<file path="config.mk">
export PLATFORM = sky130hd
export DESIGN_NAME = rtc_sec_core
export DESIGN_NICKNAME = d
export VERILOG_FILES = /design/src/rtl/rtc_sec_pkg.sv /design/src/rtl/rtc_reg_decode.sv /design/src/rtl/rtc_sec_counter.sv /design/src/rtl/rtc_irq_ctrl.sv /design/src/rtl/rtc_sec_core.sv
export SDC_FILE = /design/constraint.sdc
export NUM_CORES = 1
export LEC_CHECK = 0
export BUFFER_PORTS_ARGS = -buffer_cell sky130_fd_sc_hd__buf_2
export CORE_MARGIN = 1.5
export CORE_UTILIZATION = 56
export DETAILED_ROUTE_END_ITERATION = 10
export HOLD_SLACK_MARGIN = 0.06
export PLACE_DENSITY_LB_ADDON = 0.1
export REMOVE_ABC_BUFFERS = 1
export SLEW_MARGIN = 15
export SYNTH_ARGS = -nofsm -noshare
export SYNTH_HDL_FRONTEND = slang
export SYNTH_SLANG_ARGS = --single-unit
</file>
<file path="constraint.sdc">
create_clock -name clk -period 2 [get_ports clk]
set_input_delay 0.2 -clock clk [delete_from_list [all_inputs] [get_ports clk]]
set_output_delay 0.2 -clock clk [all_outputs]
set_load 0.02 [all_outputs]
</file>
<file path="src/rtl/rtc_sec_pkg.sv">
`timescale 1ns/1ps
package rtc_sec_pkg;
    localparam int unsigned DATA_W = 32;

    localparam logic [7:0] OFS_LOAD_WR  = 8'h00;
    localparam logic [7:0] OFS_LOAD_RD  = 8'h04;
    localparam logic [7:0] OFS_CAL_WR   = 8'h08;
    localparam logic [7:0] OFS_CAL_RD   = 8'h0C;
    localparam logic [7:0] OFS_SECONDS  = 8'h10;
    localparam logic [7:0] OFS_TICK     = 8'h14;
    localparam logic [7:0] OFS_ALARM    = 8'h18;
    localparam logic [7:0] OFS_STATUS   = 8'h20;
    localparam logic [7:0] OFS_ENA_VIEW = 8'h24;
    localparam logic [7:0] OFS_ENA_SET  = 8'h28;
    localparam logic [7:0] OFS_ENA_CLR  = 8'h2C;
    localparam logic [7:0] OFS_CONTROL  = 8'h40;

    localparam int unsigned CTRL_BATT_BIT = 31;
    localparam int unsigned CTRL_OSC_BIT  = 24;

    localparam int unsigned NSRC     = 2;
    localparam int unsigned SRC_SEC  = 0;
    localparam int unsigned SRC_ALRM = 1;

    typedef struct packed {
        logic load;
        logic alarm;
        logic calib;
        logic status;
        logic ena_set;
        logic ena_clr;
        logic control;
    } wr_sel_t;

    typedef enum logic [3:0] {
        RD_NONE,
        RD_LOAD,
        RD_CAL,
        RD_SECONDS,
        RD_TICK,
        RD_ALARM,
        RD_STATUS,
        RD_ENA,
        RD_CONTROL
    } rd_sel_e;
endpackage

</file>
<file path="src/rtl/rtc_reg_decode.sv">
`timescale 1ns/1ps
module rtc_reg_decode
    import rtc_sec_pkg::*;
#(
    parameter int ADDR_W = 8
) (
    input  logic [ADDR_W-1:0] addr,
    input  logic              wr,
    output wr_sel_t           wsel,
    output rd_sel_e           rsel
);
    function automatic logic hit(input logic [ADDR_W-1:0] a, input logic [7:0] ofs);
        return a == ADDR_W'(ofs);
    endfunction

    always_comb begin
        wsel         = '0;
        wsel.load    = wr && hit(addr, OFS_LOAD_WR);
        wsel.alarm   = wr && hit(addr, OFS_ALARM);
        wsel.calib   = wr && hit(addr, OFS_CAL_WR);
        wsel.status  = wr && hit(addr, OFS_STATUS);
        wsel.ena_set = wr && hit(addr, OFS_ENA_SET);
        wsel.ena_clr = wr && hit(addr, OFS_ENA_CLR);
        wsel.control = wr && hit(addr, OFS_CONTROL);
    end

    always_comb begin
        rsel = RD_NONE;
        if (hit(addr, OFS_LOAD_RD))  rsel = RD_LOAD;
        if (hit(addr, OFS_CAL_RD))   rsel = RD_CAL;
        if (hit(addr, OFS_SECONDS))  rsel = RD_SECONDS;
        if (hit(addr, OFS_TICK))     rsel = RD_TICK;
        if (hit(addr, OFS_ALARM))    rsel = RD_ALARM;
        if (hit(addr, OFS_STATUS))   rsel = RD_STATUS;
        if (hit(addr, OFS_ENA_VIEW)) rsel = RD_ENA;
        if (hit(addr, OFS_CONTROL))  rsel = RD_CONTROL;
    end
endmodule

</file>
<file path="src/rtl/rtc_sec_counter.sv">
`timescale 1ns/1ps
module rtc_sec_counter #(
    parameter int SEC_W = 32
) (
    input  logic             clk,
    input  logic             rst_n,
    input  logic             load_we,
    input  logic [SEC_W-1:0] load_val,
    input  logic             alarm_we,
    input  logic [SEC_W-1:0] alarm_val,
    input  logic             strobe,
    output logic [SEC_W-1:0] count,
    output logic [SEC_W-1:0] alarm,
    output logic [SEC_W-1:0] load_shadow,
    output logic             alarm_evt
);
    typedef struct packed {
        logic [SEC_W-1:0] cnt;
        logic [SEC_W-1:0] alm;
        logic [SEC_W-1:0] shadow;
        logic             eq;
    } cnt_state_t;

    cnt_state_t st_d, st_q;
    logic       eq_now;

    always_comb begin
        st_d      = st_q;
        eq_now    = (st_q.cnt == st_q.alm);
        alarm_evt = eq_now && !st_q.eq;
        st_d.eq   = eq_now;
        if (load_we) begin
            st_d.cnt    = load_val;
            st_d.shadow = load_val;
        end else if (strobe) begin
            st_d.cnt = st_q.cnt + SEC_W'(1);
        end
        if (alarm_we) begin
            st_d.alm = alarm_val;
        end
    end

    always_ff @(posedge clk or negedge rst_n) begin
        if (!rst_n) begin
            st_q.cnt    <= '0;
            st_q.alm    <= '0;
            st_q.shadow <= '0;
            st_q.eq     <= 1'b1;
        end else begin
            st_q <= st_d;
        end
    end

    assign count       = st_q.cnt;
    assign alarm       = st_q.alm;
    assign load_shadow = st_q.shadow;

    AST_LOAD_TAKES: assert property (@(posedge clk) disable iff (!rst_n)
        load_we |=> (count == $past(load_val)) && (load_shadow == $past(load_val)));
    AST_STROBE_INC: assert property (@(posedge clk) disable iff (!rst_n)
        (strobe && !load_we) |=> count == SEC_W'($past(count) + SEC_W'(1)));
    AST_IDLE_HOLDS: assert property (@(posedge clk) disable iff (!rst_n)
        (!strobe && !load_we) |=> $stable(count));
    AST_ALARM_ONCE: assert property (@(posedge clk) disable iff (!rst_n)
        alarm_evt |=> !alarm_evt);
endmodule

</file>
<file path="src/rtl/rtc_irq_ctrl.sv">
`timescale 1ns/1ps
module rtc_irq_ctrl #(
    parameter int NSRC = 2
) (
    input  logic            clk,
    input  logic            rst_n,
    input  logic [NSRC-1:0] evt,
    input  logic            clr_we,
    input  logic            ena_set_we,
    input  logic            ena_clr_we,
    input  logic [NSRC-1:0] wbits,
    output logic [NSRC-1:0] status,
    output logic [NSRC-1:0] enable,
    output logic [NSRC-1:0] irq
);
    typedef struct packed {
        logic [NSRC-1:0] sts;
        logic [NSRC-1:0] ena;
    } irq_state_t;

    irq_state_t st_d, st_q;

    always_comb begin
        st_d = st_q;
        for (int i = 0; i < NSRC; i++) begin
            if (evt[i]) begin
                st_d.sts[i] = 1'b1;
            end else if (clr_we && wbits[i]) begin
                st_d.sts[i] = 1'b0;
            end
            if (ena_set_we && wbits[i]) begin
                st_d.ena[i] = 1'b1;
            end else if (ena_clr_we && wbits[i]) begin
                st_d.ena[i] = 1'b0;
            end
        end
    end

    always_ff @(posedge clk or negedge rst_n) begin
        if (!rst_n) begin
            st_q <= '0;
        end else begin
            st_q <= st_d;
        end
    end

    assign status = st_q.sts;
    assign enable = st_q.ena;

    for (genvar g = 0; g < NSRC; g++) begin : g_src
        assign irq[g] = st_q.sts[g] & st_q.ena[g];

        AST_EVT_LATCH: assert property (@(posedge clk) disable iff (!rst_n)
            evt[g] |=> status[g]);
        AST_W1C_CLEARS: assert property (@(posedge clk) disable iff (!rst_n)
            (clr_we && wbits[g] && !evt[g]) |=> !status[g]);
        AST_ENA_SETS: assert property (@(posedge clk) disable iff (!rst_n)
            (ena_set_we && wbits[g]) |=> enable[g]);
        AST_ENA_CLEARS: assert property (@(posedge clk) disable iff (!rst_n)
            (ena_clr_we && wbits[g]) |=> !enable[g]);
        AST_ENA_HOLDS: assert property (@(posedge clk) disable iff (!rst_n)
            (!ena_set_we && !ena_clr_we) |=> $stable(enable[g]));
    end
endmodule

</file>
<file path="src/rtl/rtc_sec_core.sv">
`timescale 1ns/1ps
module rtc_sec_core
    import rtc_sec_pkg::*;
#(
    parameter int ADDR_W = 8,
    parameter int SEC_W  = 32,
    parameter int TICK_W = 16,
    parameter int CAL_W  = 21
) (
    input  logic              clk,
    input  logic              rst_n,
    input  logic [ADDR_W-1:0] bus_addr,
    input  logic              bus_wr,
    input  logic [31:0]       bus_wdata,
    output logic [31:0]       bus_rdata,
    input  logic              sec_strobe,
    input  logic [TICK_W-1:0] tick_count,
    output logic [CAL_W-1:0]  calib_value,
    output logic              osc_enable,
    output logic              batt_enable,
    output logic              irq_sec,
    output logic              irq_alarm
);
    localparam int unsigned W = DATA_W;

    typedef struct packed {
        logic [CAL_W-1:0] cal;
        logic             osc;
        logic             batt;
    } cfg_state_t;

    wr_sel_t         wsel;
    rd_sel_e         rsel;
    logic [SEC_W-1:0] cnt, alm, shadow;
    logic            alarm_evt;
    logic [NSRC-1:0] evt, status, enable, irq;
    cfg_state_t      cfg_d, cfg_q;

    rtc_reg_decode #(.ADDR_W(ADDR_W)) u_dec (
        .addr (bus_addr),
        .wr   (bus_wr),
        .wsel (wsel),
        .rsel (rsel)
    );

    rtc_sec_counter #(.SEC_W(SEC_W)) u_cnt (
        .clk         (clk),
        .rst_n       (rst_n),
        .load_we     (wsel.load),
        .load_val    (bus_wdata[SEC_W-1:0]),
        .alarm_we    (wsel.alarm),
        .alarm_val   (bus_wdata[SEC_W-1:0]),
        .strobe      (sec_strobe),
        .count       (cnt),
        .alarm       (alm),
        .load_shadow (shadow),
        .alarm_evt   (alarm_evt)
    );

    always_comb begin
        evt           = '0;
        evt[SRC_SEC]  = sec_strobe;
        evt[SRC_ALRM] = alarm_evt;
    end

    rtc_irq_ctrl #(.NSRC(NSRC)) u_irq (
        .clk        (clk),
        .rst_n      (rst_n),
        .evt        (evt),
        .clr_we     (wsel.status),
        .ena_set_we (wsel.ena_set),
        .ena_clr_we (wsel.ena_clr),
        .wbits      (bus_wdata[NSRC-1:0]),
        .status     (status),
        .enable     (enable),
        .irq        (irq)
    );

    always_comb begin
        cfg_d = cfg_q;
        if (wsel.calib) begin
            cfg_d.cal = bus_wdata[CAL_W-1:0];
        end
        if (wsel.control) begin
            cfg_d.osc  = bus_wdata[CTRL_OSC_BIT];
            cfg_d.batt = bus_wdata[CTRL_BATT_BIT];
        end
    end

    always_ff @(posedge clk or negedge rst_n) begin
        if (!rst_n) begin
            cfg_q <= '0;
        end else begin
            cfg_q <= cfg_d;
        end
    end

    always_comb begin
        bus_rdata = '0;
        unique case (rsel)
            RD_LOAD:    bus_rdata = W'(shadow);
            RD_CAL:     bus_rdata = W'(cfg_q.cal);
            RD_SECONDS: bus_rdata = W'(cnt);
            RD_TICK:    bus_rdata = W'(tick_count);
            RD_ALARM:   bus_rdata = W'(alm);
            RD_STATUS:  bus_rdata = W'(status);
            RD_ENA:     bus_rdata = W'(enable);
            RD_CONTROL: begin
                bus_rdata[CTRL_OSC_BIT]  = cfg_q.osc;
                bus_rdata[CTRL_BATT_BIT] = cfg_q.batt;
            end
            default:    bus_rdata = '0;
        endcase
    end

    assign calib_value = cfg_q.cal;
    assign osc_enable  = cfg_q.osc;
    assign batt_enable = cfg_q.batt;
    assign irq_sec     = irq[SRC_SEC];
    assign irq_alarm   = irq[SRC_ALRM];

    AST_CTRL_HOLDS: assert property (@(posedge clk) disable iff (!rst_n)
        !wsel.control |=> $stable(osc_enable) && $stable(batt_enable));
    AST_CAL_HOLDS: assert property (@(posedge clk) disable iff (!rst_n)
        !wsel.calib |=> $stable(calib_value));
    AST_CAL_TAKES: assert property (@(posedge clk) disable iff (!rst_n)
        wsel.calib |=> calib_value == $past(bus_wdata[CAL_W-1:0]));
endmodule

</file>
==> metrics.yaml <==
placement:
  placed_area_um2: 7580
  gp_congestion: 0.917
  hpwl_mm: 13.4
  pre_cts_slack_ns: 0.0817
  port_buffers: 116
die:
  design.core.area_um2: 11400
  dieArea_um2: 12300
  die_x_um: 111
  rows: 39
  ioPinCount: 117
  initial_core_util_pct: 57.3
  die_h_um: 111
power_and_ir_drop:
  power_density_nw_per_um2: 829
  peakVddDrop_v: 0.000628
  leakage_uw: 0.00441
worst_setup_path:
  start_kind: "primary input"
  critPathBufInv: 3
  crit_top_cell: "buf_2"
  r2r_slack_ns: 0.12
  cp_data_required_time_ns: 1.80
  r2r-start: "u_cnt.count[3]"
  cpMaxStageDelayCell: "or3_4"
  path_cells: "buf_2 -> or3_4 -> nor2_4 -> buf_4 -> a31oi_1 -> o21ai_0 -> buf_2"
  rr_endpoint: "u_cnt.count[23]"
  slowest_delay_ns: 0.43
  reg2reg_depth: 6
  critPathCaptureType: "primary output"
  arrival_ns: 1.76
  cp_max_fo: 8
  startpoint: "bus_addr[3]"
  critPathKind: "primary input to primary output"
  path_delay_family: "simple AND/OR/NAND/NOR gates"
detailed_routing:
  drc: 0
  routed_wl_mm: 19.5
  ant_nets: 0
  via_count: 5859
  dr.pass1.iters: 5
  drtIter0Drc: 508
  post_drt_wl_per_cell_um: 20.0
  avgViaCountPerCell: 5.98
clock_tree:
  numCtsBuffers: 17
  clk_pin_slew_worst_paths_ns: 0.05
  cts_buffer_depth: 2
  cts.sinks: 124
  root_buffer: "clkbuf_16"
  htreeDepth: 4
  post_cts_buffers: 0
  clkLatencyLatePin_ns: 0.42
  cts_tree: "built"
sta:
  whs_ns: 0.0689
  skew_ns: 0.00657
  rsz0062_at_grt: "false"
  drv_slew: 0
  tns_ns: 0
  min_period_over_period_pct: 98.0
  layout_setup_ws_ns: 0.0392
  setup-violations-final: 0
  maxSlewHeadroom_pct: 67.3
  max_freq_mhz: 510
  worstMarginPinSlew_ns: 0.489
  finalCriticalPeriod_ns: 1.96
  hold_viol: 0
finish:
  postLayoutCoreUtil_pct: 74.8
  drive_above_1_share_pct: 34.8
  nets: 884
  nFillCells: 797
  diodes: 0
  syn_to_final_growth_pct: 30.4
  postLayoutCellArea_um2: 8500
synth:
  seq_area_frac_synth_pct: 47.6
  synth-async-reset-ratio_pct: 100
  synth_top_area_cell: "dfrtp_1"
  syn_area_um2: 6520
  synth_edf_count: 0
  synth_area_per_cell_um2: 10.2
  synthTopCellsByArea: "dfrtp_1 47%, mux2_2 11%, nand2_1 8.4%, xor2_1 6.4%, a22oi_1 3.2%"
  synth_top_area_share_pct: 47.2
  post-synth-top-count-cell: "nand2_1"
  ys_types: 46
  synthTopCellsByCount: "146 x nand2_1, 123 x dfrtp_1, 61 x mux2_2"
  ys_ff_latch: 124
  synthCells: 637
  synth_warnings: 0
  synth_flop_cell: "dfrtp_1"
global_routing:
  grt_pass1_wl_mm: 31.6
  grt_pass1_vias: 5957
  use_met3_pct: 7.87
  grt_use_met2_pct: 54.0
  busiest_layer: "met2"
  grt_usage_pct: 33.3
  antenna_found_initial: 0
  grt_max_degree: 66
  use_met1_pct: 44.5
  globalRouteOverflowTotal: 0
hold_path:
  hold_depth: 2
  hp-start: "bus_wdata[18]"
  hold_path_end: "calib_value[18]"
  hp-class: "primary input to register"
job:
  cap_violations: 0
run_status:
  status: "finished clean"
-- placed cells by master (no fill, tap or decap), drive strengths merged, types with 7 or more instances in the layout --
master	n
xnor2	15
mux2	63
a222oi	14
o21ai	47
a22oi	28
and3	9
nor4	13
dfrtp	123
dlygate4sd3	30
clkbuf	26
nor3	7
xor2	48
nand4	17
nand3	18
buf	175
nor2	14
nand2	146
-- worst reg2reg max path: cells and delay by family, from the launching register on --
| kind | cells | cell delay [ns] |
|---|---|---|
| and+or+nand+nor | 3 | 0.80 |
| DFF | 1 | 0.49 |
| buffers and inverters | 1 | 0.20 |
| xor gates and xnor gates | 1 | 0.19 |
| AOI/OAI and AO/OA | 1 | 0.08 |
-- final cells by class --
| class | instances | area [µm²] | area share (%) |
|---|---|---|---|
| clock inverters | 6 | 82.6 | 0.971 |
| clock buffers | 26 | 509 | 5.99 |
| well taps | 143 | 179 | 2.10 |
| flip-flops and latches | 124 | 3100 | 36.5 |
| inverters | 3 | 11.3 | 0.132 |
| repair buffers | 205 | 1380 | 16.2 |
| multi-input cells | 472 | 3240 | 38.1 |
-- logic make-up after synthesis --
group | Yosys count | share of synthesized area [%]
muxes | 65 | 11.3
DFF | 124 | 47.6
xor gates and xnor gates | 63 | 8.46
and+or+nand+nor | 239 | 18.4
adders and majority gates | 1 | 0.192
buffers and inverters | 41 | 3.17
AOI/OAI and AO/OA | 104 | 10.9
-- state kept, by name, indices dropped and copies added, names as in the netlist --
name,flops
u_irq.status,2
u_cnt.count,32
u_cnt.alarm,32
u_cnt.load_shadow,32
batt_enable,1
calib_value,21
osc_enable,1
u_irq.enable,2
u_cnt.st_q,1
-- per-layer routing --
metal,share of wire [%],routed length (µm)
met1,41,8070
met2,49,9600
met3,7.6,1490
met4,2.0,388
met5,0,0
-- timing repair --
| action | 4_1_cts | 5_1_grt |
|---|---|---|
| hold buffers | 30 | 0 |
| setup endpoints to repair | 0 | 10 |
| resized for setup | 0 | 9 |
| endpoints found under the hold margin | 207 | 0 |
-- where the power goes --
part	leakage [µW]	switching, µW	internal, µW
logic	0.00243	524	501
clock network	0.000290	1080	1990
registers	0.00169	242	2700
total	0.00441	1850	5200
-- through the flow --
stage | power, µW | cells
after detailed placement | 3930 | 917
final | 7040 | 979
after floorplan | 3400 | 599
after global placement | 3900 | 917
after global routing | 7290 | 979
after CTS | 7030 | 979
-- worst max-delay path by stage --
stage | slack [ns] | cells past startpoint | to
final | 0.04 | 7 | bus_rdata[17]
after CTS | 0.06 | 7 | bus_rdata[13]
after global placement | 0.09 | 7 | bus_rdata[20]
after floorplan | -0.47 | 4 | u_cnt.count[0]
after global routing | 0.0003 | 7 | bus_rdata[17]
after detailed placement | 0.08 | 7 | bus_rdata[20]
Power figures use the tool's default switching activity.
